===== src/rtl/endian_lsu_pkg.sv =====
package endian_lsu_pkg;

    typedef enum logic [1:0] {
        SZ_BYTE = 2'b00,
        SZ_HALF = 2'b01,
        SZ_WORD = 2'b10,
        SZ_RSVD = 2'b11
    } acc_size_e;

    localparam int LANES = 4;

    typedef logic [LANES-1:0][7:0] lane_bytes_t;

endpackage


===== src/rtl/lsu_align_check.sv =====
module lsu_align_check
    import endian_lsu_pkg::*;
(
    input  logic [1:0] addr_lo,
    input  logic [1:0] size,
    output logic [2:0] nbytes,
    output logic       err
);

    always_comb begin
        nbytes = 3'd0;
        err    = 1'b0;
        unique case (acc_size_e'(size))
            SZ_BYTE: nbytes = 3'd1;
            SZ_HALF: begin
                nbytes = 3'd2;
                err    = addr_lo[0];
            end
            SZ_WORD: begin
                nbytes = 3'd4;
                err    = |addr_lo;
            end
            default: err = 1'b1;
        endcase
    end

endmodule


===== src/rtl/lsu_lane_map.sv =====
module lsu_lane_map
    import endian_lsu_pkg::*;
(
    input  logic [2:0]  nbytes,
    input  logic        ok,
    input  logic        wr_en,
    input  logic        big_end,
    input  logic [31:0] wdata,
    input  lane_bytes_t rd_lane,
    output logic [LANES-1:0] lane_we,
    output lane_bytes_t wr_lane,
    output logic [31:0] rdata
);

    for (genvar k = 0; k < LANES; k++) begin : g_lane
        logic       active;
        logic [1:0] idx;
        logic [2:0] rev;

        assign active = ok && (3'(k) < nbytes);
        assign rev    = nbytes - 3'd1 - 3'(k);
        assign idx    = big_end ? rev[1:0] : 2'(k);

        // memory lane k takes value byte idx; reversal is its own inverse
        assign wr_lane[k]       = 8'(wdata >> {idx, 3'b000});
        assign lane_we[k]       = active && wr_en;
        assign rdata[8*k +: 8]  = active ? rd_lane[idx] : 8'h00;
    end

endmodule


===== src/rtl/lsu_byte_store.sv =====
module lsu_byte_store
    import endian_lsu_pkg::*;
#(
    parameter int DEPTH = 64,
    parameter int AW    = $clog2(DEPTH)
) (
    input  logic             clk,
    input  logic             rst_n,
    input  logic [AW-1:0]    base,
    input  logic [LANES-1:0] we,
    input  lane_bytes_t      wr_lane,
    output lane_bytes_t      rd_lane
);

    typedef struct packed {
        logic [DEPTH-1:0][7:0] mem;
    } store_t;

    store_t s_d, s_q;

    always_comb begin
        s_d = s_q;
        for (int k = 0; k < LANES; k++) begin
            if (we[k]) begin
                s_d.mem[base + AW'(k)] = wr_lane[k];
            end
        end
    end

    always_ff @(posedge clk or negedge rst_n) begin
        if (!rst_n) begin
            s_q <= '0;
        end else begin
            s_q <= s_d;
        end
    end

    for (genvar k = 0; k < LANES; k++) begin : g_rd
        assign rd_lane[k] = s_q.mem[base + AW'(k)];
    end


    lane0_commit_chk: assert property (@(posedge clk) disable iff (!rst_n)
        we[0] |=> s_q.mem[$past(base)] == $past(wr_lane[0]));


    idle_hold_chk: assert property (@(posedge clk) disable iff (!rst_n)
        (we == '0) |=> $stable(s_q.mem));

endmodule


===== src/rtl/endian_lsu.sv =====
module endian_lsu
    import endian_lsu_pkg::*;
#(
    parameter int DEPTH = 64,
    parameter int AW    = $clog2(DEPTH)
) (
    input  logic          clk,
    input  logic          rst_n,
    input  logic [AW-1:0] addr,
    input  logic [1:0]    size,
    input  logic          wr_en,
    input  logic [31:0]   wdata,
    input  logic          big_end,
    output logic [31:0]   rdata,
    output logic          misalign
);

    logic [2:0]       nbytes;
    logic             err;
    logic [LANES-1:0] lane_we;
    lane_bytes_t      wr_lane;
    lane_bytes_t      rd_lane;

    lsu_align_check u_align (
        .addr_lo (addr[1:0]),
        .size    (size),
        .nbytes  (nbytes),
        .err     (err)
    );

    lsu_lane_map u_map (
        .nbytes  (nbytes),
        .ok      (!err),
        .wr_en   (wr_en),
        .big_end (big_end),
        .wdata   (wdata),
        .rd_lane (rd_lane),
        .lane_we (lane_we),
        .wr_lane (wr_lane),
        .rdata   (rdata)
    );

    lsu_byte_store #(.DEPTH(DEPTH), .AW(AW)) u_store (
        .clk     (clk),
        .rst_n   (rst_n),
        .base    (addr),
        .we      (lane_we),
        .wr_lane (wr_lane),
        .rd_lane (rd_lane)
    );

    assign misalign = err;


    misalign_no_write_chk: assert property (@(posedge clk) disable iff (!rst_n)
        misalign |-> lane_we == '0);


    misalign_zero_read_chk: assert property (@(posedge clk) disable iff (!rst_n)
        misalign |-> rdata == 32'h0);


    byte_zero_ext_chk: assert property (@(posedge clk) disable iff (!rst_n)
        (size == 2'b00) |-> rdata[31:8] == 24'h0);


    half_zero_ext_chk: assert property (@(posedge clk) disable iff (!rst_n)
        (size == 2'b01) |-> rdata[31:16] == 16'h0);


    rsvd_size_err_chk: assert property (@(posedge clk) disable iff (!rst_n)
        (size == 2'b11) |-> misalign);


    word_lane_count_chk: assert property (@(posedge clk) disable iff (!rst_n)
        (wr_en && !misalign && size == 2'b10) |-> $countones(lane_we) == 4);

endmodule


===== config.mk =====
export PLATFORM = sky130hd
export DESIGN_NAME = endian_lsu
export DESIGN_NICKNAME = d
export VERILOG_FILES = /design/src/rtl/endian_lsu_pkg.sv /design/src/rtl/lsu_align_check.sv /design/src/rtl/lsu_lane_map.sv /design/src/rtl/lsu_byte_store.sv /design/src/rtl/endian_lsu.sv
export SDC_FILE = /design/constraint.sdc
export NUM_CORES = 2
export LEC_CHECK = 0
export BUFFER_PORTS_ARGS = -buffer_cell sky130_fd_sc_hd__buf_2
export CORE_ASPECT_RATIO = 1.25
export CORE_UTILIZATION = 33
export DETAILED_ROUTE_END_ITERATION = 16
export MAX_ROUTING_LAYER = met4
export PLACE_DENSITY = 0.49
export SLEW_MARGIN = 20
export SYNTH_ARGS = -nofsm -noshare
export SYNTH_HDL_FRONTEND = slang
export SYNTH_SLANG_ARGS = --single-unit

===== constraint.sdc =====
create_clock -name clk -period 13.11 [get_ports clk]
set_input_delay 2.622 -clock clk [delete_from_list [all_inputs] [get_ports clk]]
set_output_delay 2.622 -clock clk [all_outputs]
set_load 0.005 [all_outputs]

==> out/summary.txt <==
Initial DRC Count: 11520
switching share of total power: 49.54%
leak pwr: 20.58 nW
post-synthesis sequential area ratio: 24.44%
most frequent cells in the layout: nor2_1, nand2_1, a21oi_1
minimum clock period: 10.50 ns
Worst-Margin Slew: 1.376 ns
Rows: 163
largest net degree at the start of global routing: 132
Synth Flop Type: dfrtp_1
DIE WIDTH: 358.5 um
Logic pwr share: 44.6%
Cells after DPL: 7909
critical path peak fanout: 53
total of max-cap violations: 0
CTS Buffer Depth: 3
Setup CP Type: in -> out
post-DR wirelength/cell: 48.03 um
Initial Util: 33.21%
CORE AREA: 157900 um2
most common cell after layout, fill and taps aside: nor2_1
switching power: 4.712 mW
Layout Area Growth over Synthesis: 8.434%
Pwr Total: 9.511 mW
RSZ-0062 raised after global routing: false
global-route wire length before repair: 514.7 mm
post-route cell area: 56850 um2
type of the most critical hold path: reg -> reg
Top reg by flops: u_store.s_q
critical path startpoint category: input port
die height: 447.6 um
Setup TNS: 0 ns
antenna viol nets, final: 0
number of global-route vias before repair: 55410
via/cell ratio: 7.649
final period utilization: 80.13%
Worst VDD drop: 0.08685 mV
final-report hold violation count: 0
worst r2r path cells: 4
Mean Syn Cell Area: 8.369 um2
top flop regs: u_store.s_q: 512 flops
Critical Path Sink: rdata[11]
Pwr per Cell Area: 167.3 nW/um2
Worst-Skew Late Latency: 0.74 ns
CTS Buf Count: 68
Placement Cell Area: 54500 um2
Ys Warns: 0
# setup viols final: 0
Resized Gates After CTS: 0
Pins Over Slew Limit: 0
clock power share: 20.7%
die area: 160500 um2
share of cells above drive strength 1: 17.44%
remaining routing DRC violations: 0
CTS Hold Bufs: 0
syn nets: 6320
Critical Path End Type: output pin
Rel. slew slack: 7.791%
DP HPWL: 262.5 mm
vias: 61790
GRT overflow: 0
Tot GR Track Use: 48.72%
Largest register FFs: 512
outcome: complete, no violations
FF-to-FF Start: u_store.s_q[392]$_DFF_PN0_
post-synthesis cell count: 6264
RR Endpoint: u_store.s_q[392]$_DFF_PN0_
Unique masters post-synth: 87
worst setup margin: 2.605 ns
Critical path origin: addr[0]
Sinks on Clock Net: 512
Flop pwr share: 34.8%
FFs w/ async S/R, synth: 100.0%
H-tree levels: 3
mapped cell area: 52430 um2
Final #Nets: 5973
Worst EP required: 10.49 ns
Port Buffers: 76
CTS clock-pin slew for the worst setup and hold paths: 0.06 ns
Routed Wire Length: 388.0 mm
flop-to-flop setup slack: 11.39 ns
first-pass iteration count of the detailed router: 6
routability cong.: 1.174
register bit total from synthesis: 512
FMAX: 95.20 MHz
Place WS: 2.699 ns
CP Data Arrival Time: 7.88 ns
initial antenna violation count: 49
final cell count without fillers: 8078
I/O pin count: 77
clk root buf: clkbuf_16
Internal Power: 4.799 mW
Post-CTS Repair Setup Buffers: 0
Worst Clk Skew: 0 ns
CTS tree: done
number of enable flip-flop cells after synthesis: 0
stage by stage:
stage               hold WS [ns]  util (%)
global route              0.7993     36.00
detailed placement        0.7389     34.53
finish                    0.7650     36.01
global placement          0.7250     34.51
floorplan                 0.6722         -
CTS                       0.7479     35.92
cell usage after synthesis, types with 12 or more instances:
cell type  count  area share, %
nand4_1       36           0.43
buf_6         25           0.54
o21ai_0      255            2.4
buf_1         28           0.20
dfrtp_1      512             24
o21a_1        15           0.21
ha_1          12           0.29
a21oi_1      641            6.1
nor2_1       866            6.2
nand2_1      741            5.3
a31oi_1       63           0.75
a32oi_1       43           0.72
nor3_2        27           0.52
nor3_1        61           0.58
mux2i_1      201            3.8
nand3_1      200            1.9
o211ai_1     111            1.6
o22ai_1      217            2.6
buf_4         53           0.76
inv_1         46           0.33
a221oi_1     157            2.6
buf_2        140            1.3
a2bb2oi_1     26           0.43
clkbuf_1     451            3.2
a211oi_1     574            8.2
and3_1        13           0.16
a22oi_1       28           0.40
mux4_2       451             19
and2_1        25           0.30
final cells by class:
cell class | count | area (um2)
diodes | 54 | 135.1
clock buffers | 96 | 1938
clock inverters | 19 | 251.5
fillers | 16310 | 101000
inverters | 50 | 190.2
multi-input cells | 5003 | 36910
flip-flops and latches | 512 | 12810
well taps | 2062 | 2580
repair buffers | 282 | 2028
metal layers:
| layer | GRT usage [%] | part of all wire [%] |
|---|---|---|
| met1 | 55.60 | 35 |
| met2 | 67.62 | 41 |
| met3 | 15.72 | 12 |
| met4 | 43.77 | 12 |
| met5 | - | 0 |
power groups by stage:
stage                     sequential, mW  combinational (mW)  clock [mW]
final                               3.31                4.24        1.97
after global routing                3.23                4.30        2.01
after CTS                           3.17                4.04        1.96
after detailed placement            3.19                4.01           0
after global placement              3.20                3.99           0
after floorplan                     2.47                2.56           0
how the worst min path moves through the flow:
stage,start,to,slack (ns),depth (start not counted)
6_report,u_store.s_q[153]$_DFF_PN0_,u_store.s_q[153]$_DFF_PN0_,0.76,4
5_1_grt,u_store.s_q[153]$_DFF_PN0_,u_store.s_q[153]$_DFF_PN0_,0.80,4
4_1_cts,u_store.s_q[152]$_DFF_PN0_,u_store.s_q[152]$_DFF_PN0_,0.75,4
3_5_place_dp,u_store.s_q[152]$_DFF_PN0_,u_store.s_q[152]$_DFF_PN0_,0.74,4
3_3_place_gp,u_store.s_q[152]$_DFF_PN0_,u_store.s_q[152]$_DFF_PN0_,0.73,4
2_1_floorplan,u_store.s_q[316]$_DFF_PN0_,u_store.s_q[316]$_DFF_PN0_,0.67,4
kinds of logic after synthesis:
| group | share of synthesized area, % |
|---|---|
| AOI/OAI and AO/OA | 27.82 |
| and+or+nand+nor | 17.17 |
| buffers and inverters | 6.477 |
| muxes | 23.45 |
| DFF | 24.44 |
| xor gates and xnor gates | 0.3580 |
| adders and majority gates | 0.2864 |
critical path, cell delays in order:
cell       delay, ns
buf_8           0.29
buf_4           0.55
buf_4           0.73
buf_4           0.89
mux4_2          0.59
mux2i_1         0.68
a221oi_1        0.28
o2111ai_1       0.42
o22ai_1         0.19
a31oi_1         0.21
a21oi_1         0.11
buf_2           0.15
Note: power is estimated with default switching activity, not from simulation.
